$ cat src/rtl/ds3m_pkg.sv
package ds3m_pkg;
  localparam int CNT_W    = 16;
  localparam int SF_N     = 7;
  localparam int BLK_N    = 8;
  localparam int BLK_BITS = 85;
  localparam int SF_W     = $clog2(SF_N);
  localparam int BLK_W    = $clog2(BLK_N);
  localparam int BNO_W    = $clog2(BLK_BITS);

  localparam int NUM_CNT  = 6;
  localparam int IDX_LCV  = 0;
  localparam int IDX_EXZ  = 1;
  localparam int IDX_PAR  = 2;
  localparam int IDX_FRM  = 3;
  localparam int IDX_FEBE = 4;
  localparam int IDX_CP   = 5;

  typedef struct packed {
    logic [SF_W-1:0]  sf;
    logic [BLK_W-1:0] blk;
    logic [BNO_W-1:0] bno;
  } ds3_pos_t;
endpackage

$ cat src/rtl/ds3m_pos.sv
module ds3m_pos
  import ds3m_pkg::*;
(
  input  logic     clk,
  input  logic     rst_n,
  input  logic     bit_en,
  input  logic     frame_start,
  output ds3_pos_t cur_o,
  output logic     pos_ok_o,
  output logic     at_last_o,
  output logic     realign_o
);
  ds3_pos_t pos_q, pos_d;
  logic     locked_q, locked_d;

  always_comb begin
    cur_o     = frame_start ? '0 : pos_q;
    at_last_o = (cur_o.sf == SF_W'(SF_N-1)) && (cur_o.blk == BLK_W'(BLK_N-1)) &&
                (cur_o.bno == BNO_W'(BLK_BITS-1));
    pos_ok_o  = locked_q | frame_start;
    realign_o = frame_start & locked_q & (pos_q != '0);
    pos_d     = pos_q;
    locked_d  = locked_q;
    if (bit_en) begin
      locked_d = locked_q | frame_start;
      pos_d    = cur_o;
      if (cur_o.bno == BNO_W'(BLK_BITS-1)) begin
        pos_d.bno = '0;
        if (cur_o.blk == BLK_W'(BLK_N-1)) begin
          pos_d.blk = '0;
          pos_d.sf  = (cur_o.sf == SF_W'(SF_N-1)) ? '0 : cur_o.sf + SF_W'(1);
        end else begin
          pos_d.blk = cur_o.blk + BLK_W'(1);
        end
      end else begin
        pos_d.bno = cur_o.bno + BNO_W'(1);
      end
    end
  end

  always_ff @(posedge clk or negedge rst_n) begin
    if (!rst_n) begin
      pos_q    <= '0;
      locked_q <= 1'b0;
    end else begin
      pos_q    <= pos_d;
      locked_q <= locked_d;
    end
  end
endmodule

$ cat src/rtl/ds3m_ovh.sv
module ds3m_ovh
  import ds3m_pkg::*;
(
  input  logic     clk,
  input  logic     rst_n,
  input  logic     bit_en,
  input  logic     bit_in,
  input  logic     cbit_mode,
  input  logic     fm_combined,
  input  ds3_pos_t cur,
  input  logic     pos_ok,
  input  logic     at_last,
  input  logic     realign,
  output logic     ev_frm,
  output logic     ev_par,
  output logic     ev_cp,
  output logic     ev_febe
);
  logic acc_q, acc_d, prev_q, prev_d, pv_q, pv_d;
  logic pflag_q, pflag_d, cpflag_q, cpflag_d, zflag_q, zflag_d;
  logic ok, oh, f_slot, m_slot, c_slot, exp_f, exp_m, mis_par;

  always_comb begin
    ok      = bit_en & pos_ok;
    oh      = (cur.bno == '0);
    f_slot  = ok & oh & cur.blk[0];
    m_slot  = ok & oh & (cur.blk == '0) & (cur.sf >= SF_W'(4));
    c_slot  = ok & oh & (cur.blk != '0) & ~cur.blk[0];
    exp_f   = (cur.blk == BLK_W'(1)) | (cur.blk == BLK_W'(7));
    exp_m   = (cur.sf == SF_W'(5));
    mis_par = bit_in ^ prev_q;

    ev_frm  = (f_slot & (bit_in ^ exp_f)) | (m_slot & fm_combined & (bit_in ^ exp_m));
    ev_par  = 1'b0;
    ev_cp   = 1'b0;
    ev_febe = 1'b0;

    acc_d    = acc_q;
    prev_d   = prev_q;
    pv_d     = pv_q;
    pflag_d  = pflag_q;
    cpflag_d = cpflag_q;
    zflag_d  = zflag_q;

    if (ok) begin
      if (realign) pv_d = 1'b0;
      if (!oh) acc_d = (frame_start_clear(cur) ? 1'b0 : acc_q) ^ bit_in;
      else if (cur == '0) acc_d = 1'b0;
      if (at_last) begin
        prev_d = acc_q ^ bit_in;
        acc_d  = 1'b0;
        pv_d   = 1'b1;
      end
      if (oh && cur.blk == '0 && cur.sf == SF_W'(2)) pflag_d = mis_par;
      if (oh && cur.blk == '0 && cur.sf == SF_W'(3)) ev_par = pv_q & (pflag_q | mis_par);
      if (c_slot && cur.sf == SF_W'(2)) begin
        cpflag_d = ((cur.blk == BLK_W'(2)) ? 1'b0 : cpflag_q) | mis_par;
        if (cur.blk == BLK_W'(6)) ev_cp = cbit_mode & pv_q & (cpflag_q | mis_par);
      end
      if (c_slot && cur.sf == SF_W'(3)) begin
        zflag_d = ((cur.blk == BLK_W'(2)) ? 1'b0 : zflag_q) | ~bit_in;
        if (cur.blk == BLK_W'(6)) ev_febe = cbit_mode & (zflag_q | ~bit_in);
      end
    end
  end

  function automatic logic frame_start_clear(input ds3_pos_t p);
    return (p.sf == '0) && (p.blk == '0) && (p.bno == BNO_W'(1));
  endfunction

  always_ff @(posedge clk or negedge rst_n) begin
    if (!rst_n) begin
      acc_q    <= 1'b0;
      prev_q   <= 1'b0;
      pv_q     <= 1'b0;
      pflag_q  <= 1'b0;
      cpflag_q <= 1'b0;
      zflag_q  <= 1'b0;
    end else begin
      acc_q    <= acc_d;
      prev_q   <= prev_d;
      pv_q     <= pv_d;
      pflag_q  <= pflag_d;
      cpflag_q <= cpflag_d;
      zflag_q  <= zflag_d;
    end
  end
endmodule

$ cat src/rtl/ds3m_satcnt.sv
module ds3m_satcnt #(
  parameter int W = 16
) (
  input  logic         clk,
  input  logic         rst_n,
  input  logic         inc,
  input  logic         clr,
  output logic [W-1:0] cnt_o,
  output logic [W-1:0] shot_o
);
  localparam logic [W-1:0] MAX = '1;
  logic [W-1:0] cnt_d, shot_d;

  always_comb begin
    shot_d = shot_o;
    cnt_d  = cnt_o;
    if (clr) begin
      shot_d = cnt_o;
      cnt_d  = inc ? W'(1) : '0;
    end else if (inc && cnt_o != MAX) begin
      cnt_d  = cnt_o + W'(1);
    end
  end

  always_ff @(posedge clk or negedge rst_n) begin
    if (!rst_n) begin
      cnt_o  <= '0;
      shot_o <= '0;
    end else begin
      cnt_o  <= cnt_d;
      shot_o <= shot_d;
    end
  end
endmodule

$ cat src/rtl/ds3_err_mon.sv
module ds3_err_mon
  import ds3m_pkg::*;
#(
  parameter int CW = CNT_W
) (
  input  logic          clk,
  input  logic          rst_n,
  input  logic          cbit_mode,
  input  logic          fm_combined,
  input  logic          bit_en,
  input  logic          bit_in,
  input  logic          frame_start,
  input  logic          lcv_pulse,
  input  logic          exz_pulse,
  input  logic          snap,
  output logic [CW-1:0] shot_lcv,
  output logic [CW-1:0] shot_exz,
  output logic [CW-1:0] shot_par,
  output logic [CW-1:0] shot_frm,
  output logic [CW-1:0] shot_febe,
  output logic [CW-1:0] shot_cp
);
  ds3_pos_t                  cur;
  logic                      pos_ok, at_last, realign;
  logic                      ev_frm, ev_par, ev_cp, ev_febe;
  logic [NUM_CNT-1:0]        ev;
  logic [NUM_CNT*CW-1:0]     cnt_flat, shot_flat;

  ds3m_pos u_pos (
    .clk(clk), .rst_n(rst_n), .bit_en(bit_en), .frame_start(frame_start),
    .cur_o(cur), .pos_ok_o(pos_ok), .at_last_o(at_last), .realign_o(realign)
  );

  ds3m_ovh u_ovh (
    .clk(clk), .rst_n(rst_n), .bit_en(bit_en), .bit_in(bit_in),
    .cbit_mode(cbit_mode), .fm_combined(fm_combined), .cur(cur),
    .pos_ok(pos_ok), .at_last(at_last), .realign(realign),
    .ev_frm(ev_frm), .ev_par(ev_par), .ev_cp(ev_cp), .ev_febe(ev_febe)
  );

  always_comb begin
    ev           = '0;
    ev[IDX_LCV]  = lcv_pulse;
    ev[IDX_EXZ]  = exz_pulse;
    ev[IDX_PAR]  = ev_par;
    ev[IDX_FRM]  = ev_frm;
    ev[IDX_FEBE] = ev_febe;
    ev[IDX_CP]   = ev_cp;
  end

  for (genvar i = 0; i < NUM_CNT; i++) begin : g_cnt
    ds3m_satcnt #(.W(CW)) u_cnt (
      .clk(clk), .rst_n(rst_n), .inc(ev[i]), .clr(snap),
      .cnt_o(cnt_flat[i*CW +: CW]), .shot_o(shot_flat[i*CW +: CW])
    );
  end

  assign shot_lcv  = shot_flat[IDX_LCV*CW  +: CW];
  assign shot_exz  = shot_flat[IDX_EXZ*CW  +: CW];
  assign shot_par  = shot_flat[IDX_PAR*CW  +: CW];
  assign shot_frm  = shot_flat[IDX_FRM*CW  +: CW];
  assign shot_febe = shot_flat[IDX_FEBE*CW +: CW];
  assign shot_cp   = shot_flat[IDX_CP*CW   +: CW];
endmodule

$ cat config.mk
export PLATFORM = sky130hd
export DESIGN_NAME = ds3_err_mon
export DESIGN_NICKNAME = d
export VERILOG_FILES = /design/src/rtl/ds3m_pkg.sv /design/src/rtl/ds3m_pos.sv /design/src/rtl/ds3m_ovh.sv /design/src/rtl/ds3m_satcnt.sv /design/src/rtl/ds3_err_mon.sv
export SDC_FILE = /design/constraint.sdc
export NUM_CORES = 1
export LEC_CHECK = 0
export BUFFER_PORTS_ARGS = -buffer_cell sky130_fd_sc_hd__buf_4
export CORE_MARGIN = 2
export CORE_UTILIZATION = 40
export CTS_CLUSTER_DIAMETER = 150
export CTS_CLUSTER_SIZE = 10
export DETAILED_ROUTE_END_ITERATION = 8
export PLACE_DENSITY = 0.57
export SYNTH_ARGS = -nofsm -noshare
export SYNTH_HDL_FRONTEND = slang
export SYNTH_SLANG_ARGS = --single-unit
$ cat constraint.sdc
create_clock -name clk -period 3.75 [get_ports clk]
set_clock_uncertainty 0.1 [all_clocks]
set_input_delay 0.1875 -clock clk [delete_from_list [all_inputs] [get_ports clk]]
set_output_delay 0.1875 -clock clk [all_outputs]
set_load 0.005 [all_outputs]
==> results.md <==
- Root buffer cell: clkbuf_16
- # resized after CTS: 0
- Fin crit share: 0.8223
- Syn Nets: 942
- Power Density: 395.2 nW/um^2
- Worst min path class: input port to flop
- Number of fill cells: 2258
- Lkg Pwr: 5.551 nW
- CTS tree: done
- Deepest clock path buffer count: 3
- Crit path DAT: 3.42 ns
- P_sw: 1.080 mW
- Worst skew pair latency: 0.51 ns
- DR WL/cell: 15.45 microns
- Routed via count: 7166
- Worst EP required: 4.09 ns
- Comb pwr share: 0.066
- Peak supply drop: 0.2612 mV
- Pint: 3.618 mW
- Hold bufs inserted after CTS: 6
- Post-Synthesis Cells: 917
- Final ANT Viol Nets: 0
- Clk pwr share: 0.428
- Reg2Reg Depth: 9
- Antenna violations before repair: 0
- Async SR Flop Fraction: 1.000
- FMAX: 324.3 MHz
- Critical Path Max Stage Delay: 0.62 ns
- Hold Crit Start: snap
- Gr ovfl total: 0
- Port Buffers: 105
- Ys Warns: 0
- Worst path cell trace: dlygate4sd3_1, buf_4, nor2b_1, inv_1, ha_1, nor3b_1, nand4_2, nor4_4, nand3_2, or3_1, a21oi_1
- Post-DP Area: 11190 sq um
- Relative slew slack: 0.2646
- Cell area after synthesis: 10040 sq um
- GRT Overall Usage: 0.1571
- Wirelength, routed: 20860 microns
- Overall Power: 4.697 mW
- Critical R2R Capture: g_cnt[5].u_cnt.cnt_o[14]
- EDFF count, synth: 0
- Fin area: 11890 sq um
- Crit path launch type: input port
- Most common cell after layout, fill and taps aside: dfrtp_1
- Clock transition at the registers of the reported paths: 0.06 ns
- CP max stage cell: nor4_4
- Hold Path End: g_cnt[4].u_cnt.cnt_o[6]
- Postcts setup bufs: 0
- Top FF cell, synth: dfrtp_1
- Worst hold path depth: 2
- Sw Share: 0.2299
- DRC viols: 0
- H-tree depth: 1
- Most frequent cells in the layout: dfrtp_1, buf_4, nor2_1, mux2_2, nand3_1
- Total CTS buffers: 25
- Clock Sinks: 212
- Core ar.: 24460 sq um
- Setup TNS: 0 ns
- Global-route wire length before repair: 34600 microns
- Maximum fanout along the worst path: 28
- Area growth from synthesis to layout: 18.41%
- Largest net degree at the start of global routing: 81
- FP Rows: 57
- Starting density of the core: 0.4104
- Status: completed
- Die area: 26380 sq um
- Fin nets: 1052
- Die X: 162.4 microns
- Share of cells above drive strength 1: 0.2515
- Die Ht: 162.4 microns
- Sequential fraction of the synthesis area: 0.5284
- Io pins: 106
- Slew @ Worst Pin: 1.075 ns
- RD Place Congestion: 0.8342
- Final Max Tran Viols: 0
- Iteration-0 DRC Markers: 387
- RSZ-0062 raised after global routing: false
- Synth Register Bits: 212
- Syn_area_per_cell: 10.95 sq um
- R2r startpoint: u_pos.pos_q[0]
- Hpwl dp: 13970 microns
- Critical path class: input port to flop
- R2r setup slk: 0.70 ns
- Seq pwr share: 0.506
- Antenna diode instance count: 0
- Final min period: 3.084 ns
- Final Hold Vio Count: 0
- Max-cap violations: 0
- Vias in the first global route: 6660
- Setup crit end kind: flop
- Vias per cell: 5.308
- Synth cell types: 68
- Drt pass-1 iters: 6
- Final setup fails: 0
-- logic make-up (layout without fill, tap and decap cells) --
| kind of cell | Yosys count | after routing | share of synthesized area |
|---|---|---|---|
| buffers and inverters | 63 | 172 | 0.02480 |
| multiplexers | 105 | 105 | 0.1169 |
| adder cells (fa/ha/maj) | 15 | 15 | 0.01869 |
| AND/OR/NAND/NOR | 360 | 360 | 0.1897 |
| XOR/XNOR | 66 | 66 | 0.05758 |
| AO/OA/AOI/OAI | 96 | 96 | 0.06394 |
| flip-flops | 212 | 212 | 0.5284 |
-- sequential cells by signal (all words and copies together) (netlist names) --
register	count
g_cnt.u_cnt.cnt_o	96
g_cnt.u_cnt.shot_o	96
u_ovh.acc_q	1
u_ovh.cpflag_q	1
u_ovh.pflag_q	1
u_ovh.prev_q	1
u_ovh.pv_q	1
u_ovh.zflag_q	1
u_pos.locked_q	1
u_pos.pos_q	13
-- layout make-up --
class / instances / area [sq um] / area share
Sequential cell: 212 / 5305 / 0.4463
Multi-Input combinational cell: 642 / 4486 / 0.3773
Timing Repair Buffer: 122 / 967.2 / 0.08136
Clock buffer: 25 / 625.6 / 0.05263
Tap cell: 324 / 405.4 / 0.03410
Inverter: 24 / 90.09 / 0.007578
Clock inverter: 1 / 8.758 / 0.0007368
-- through the flow --
step                setup slack, ns  utilization  std cells  hold slack, ns
floorplan                    0.7606            -        917         -0.2081
global placement             0.8253       0.4576       1318          0.1075
detailed placement           0.6844       0.4576       1318          0.1033
CTS                          0.6826       0.4860       1350         0.01903
global route                 0.3216       0.4860       1350         0.04981
finish                       0.6665       0.4860       1350         0.03616
-- worst max path at each step --
| stage | startpoint | to | cells after the start |
|---|---|---|---|
| detailed placement | frame_start | g_cnt[5].u_cnt.cnt_o[14] | 10 |
| global route | frame_start | g_cnt[5].u_cnt.cnt_o[14] | 11 |
| finish | frame_start | g_cnt[5].u_cnt.cnt_o[14] | 11 |
| floorplan | frame_start | g_cnt[5].u_cnt.cnt_o[14] | 11 |
| global placement | frame_start | g_cnt[5].u_cnt.cnt_o[14] | 10 |
| CTS | frame_start | g_cnt[5].u_cnt.cnt_o[14] | 11 |
-- worst max-delay path: cells and delay by family --
family	cells	cell delay, ns
buf+inv	3	0.89
fa+ha+maj	1	0.24
compound gates	1	0.14
simple gates	6	1.96
-- synth_stat cells, drive strengths merged, types with 3 or more instances --
library cell  number  area [sq um]
a31oi              3         18.77
nor3b              3         22.52
dfrtp            212          5305
nor3              20         100.1
xnor2             28         245.2
mux2i              7         70.07
nand2             51         191.4
clkbuf            27         101.4
and2               5         31.28
o31ai              6         45.04
nand3             57         290.3
nor2             104         390.4
or3               15         98.84
nand2b             5         38.78
o22ai              4         25.02
buf               12         57.56
nand4             31         206.4
mux2              98          1104
nor2b              7         43.79
and4               7         61.31
nor4              12         117.6
o21ai             26         130.1
a21oi             28         143.9
o211ai             3         22.52
and3              24         152.6
ha                15         187.7
inv               24         90.09
o2111ai            3         26.28
or4                6         45.04
nand3b             3         22.52
xor2              38         332.8
-- power by group through the flow --
stage / Sequential (mW) / Combinational (mW) / Clock [mW]
after floorplan: 2.41 / 0.195 / 0
after global placement: 2.42 / 0.310 / 0
after detailed placement: 2.42 / 0.311 / 0
after CTS: 2.38 / 0.317 / 2.09
after global routing: 2.38 / 0.349 / 2.17
final: 2.38 / 0.309 / 2.01
-- routing by layer --
| metal | part of all wire | up-vias | global-route usage |
|---|---|---|---|
| li1 | - | 3489 | - |
| met1 | 0.48 | 3528 | 0.2275 |
| met2 | 0.46 | 124 | 0.2460 |
| met3 | 0.043 | 25 | 0.03030 |
| met4 | 0.020 | 0 | 0.03459 |
| met5 | 0 | - | 0 |
No activity file was read; power rests on OpenSTA's default activity.
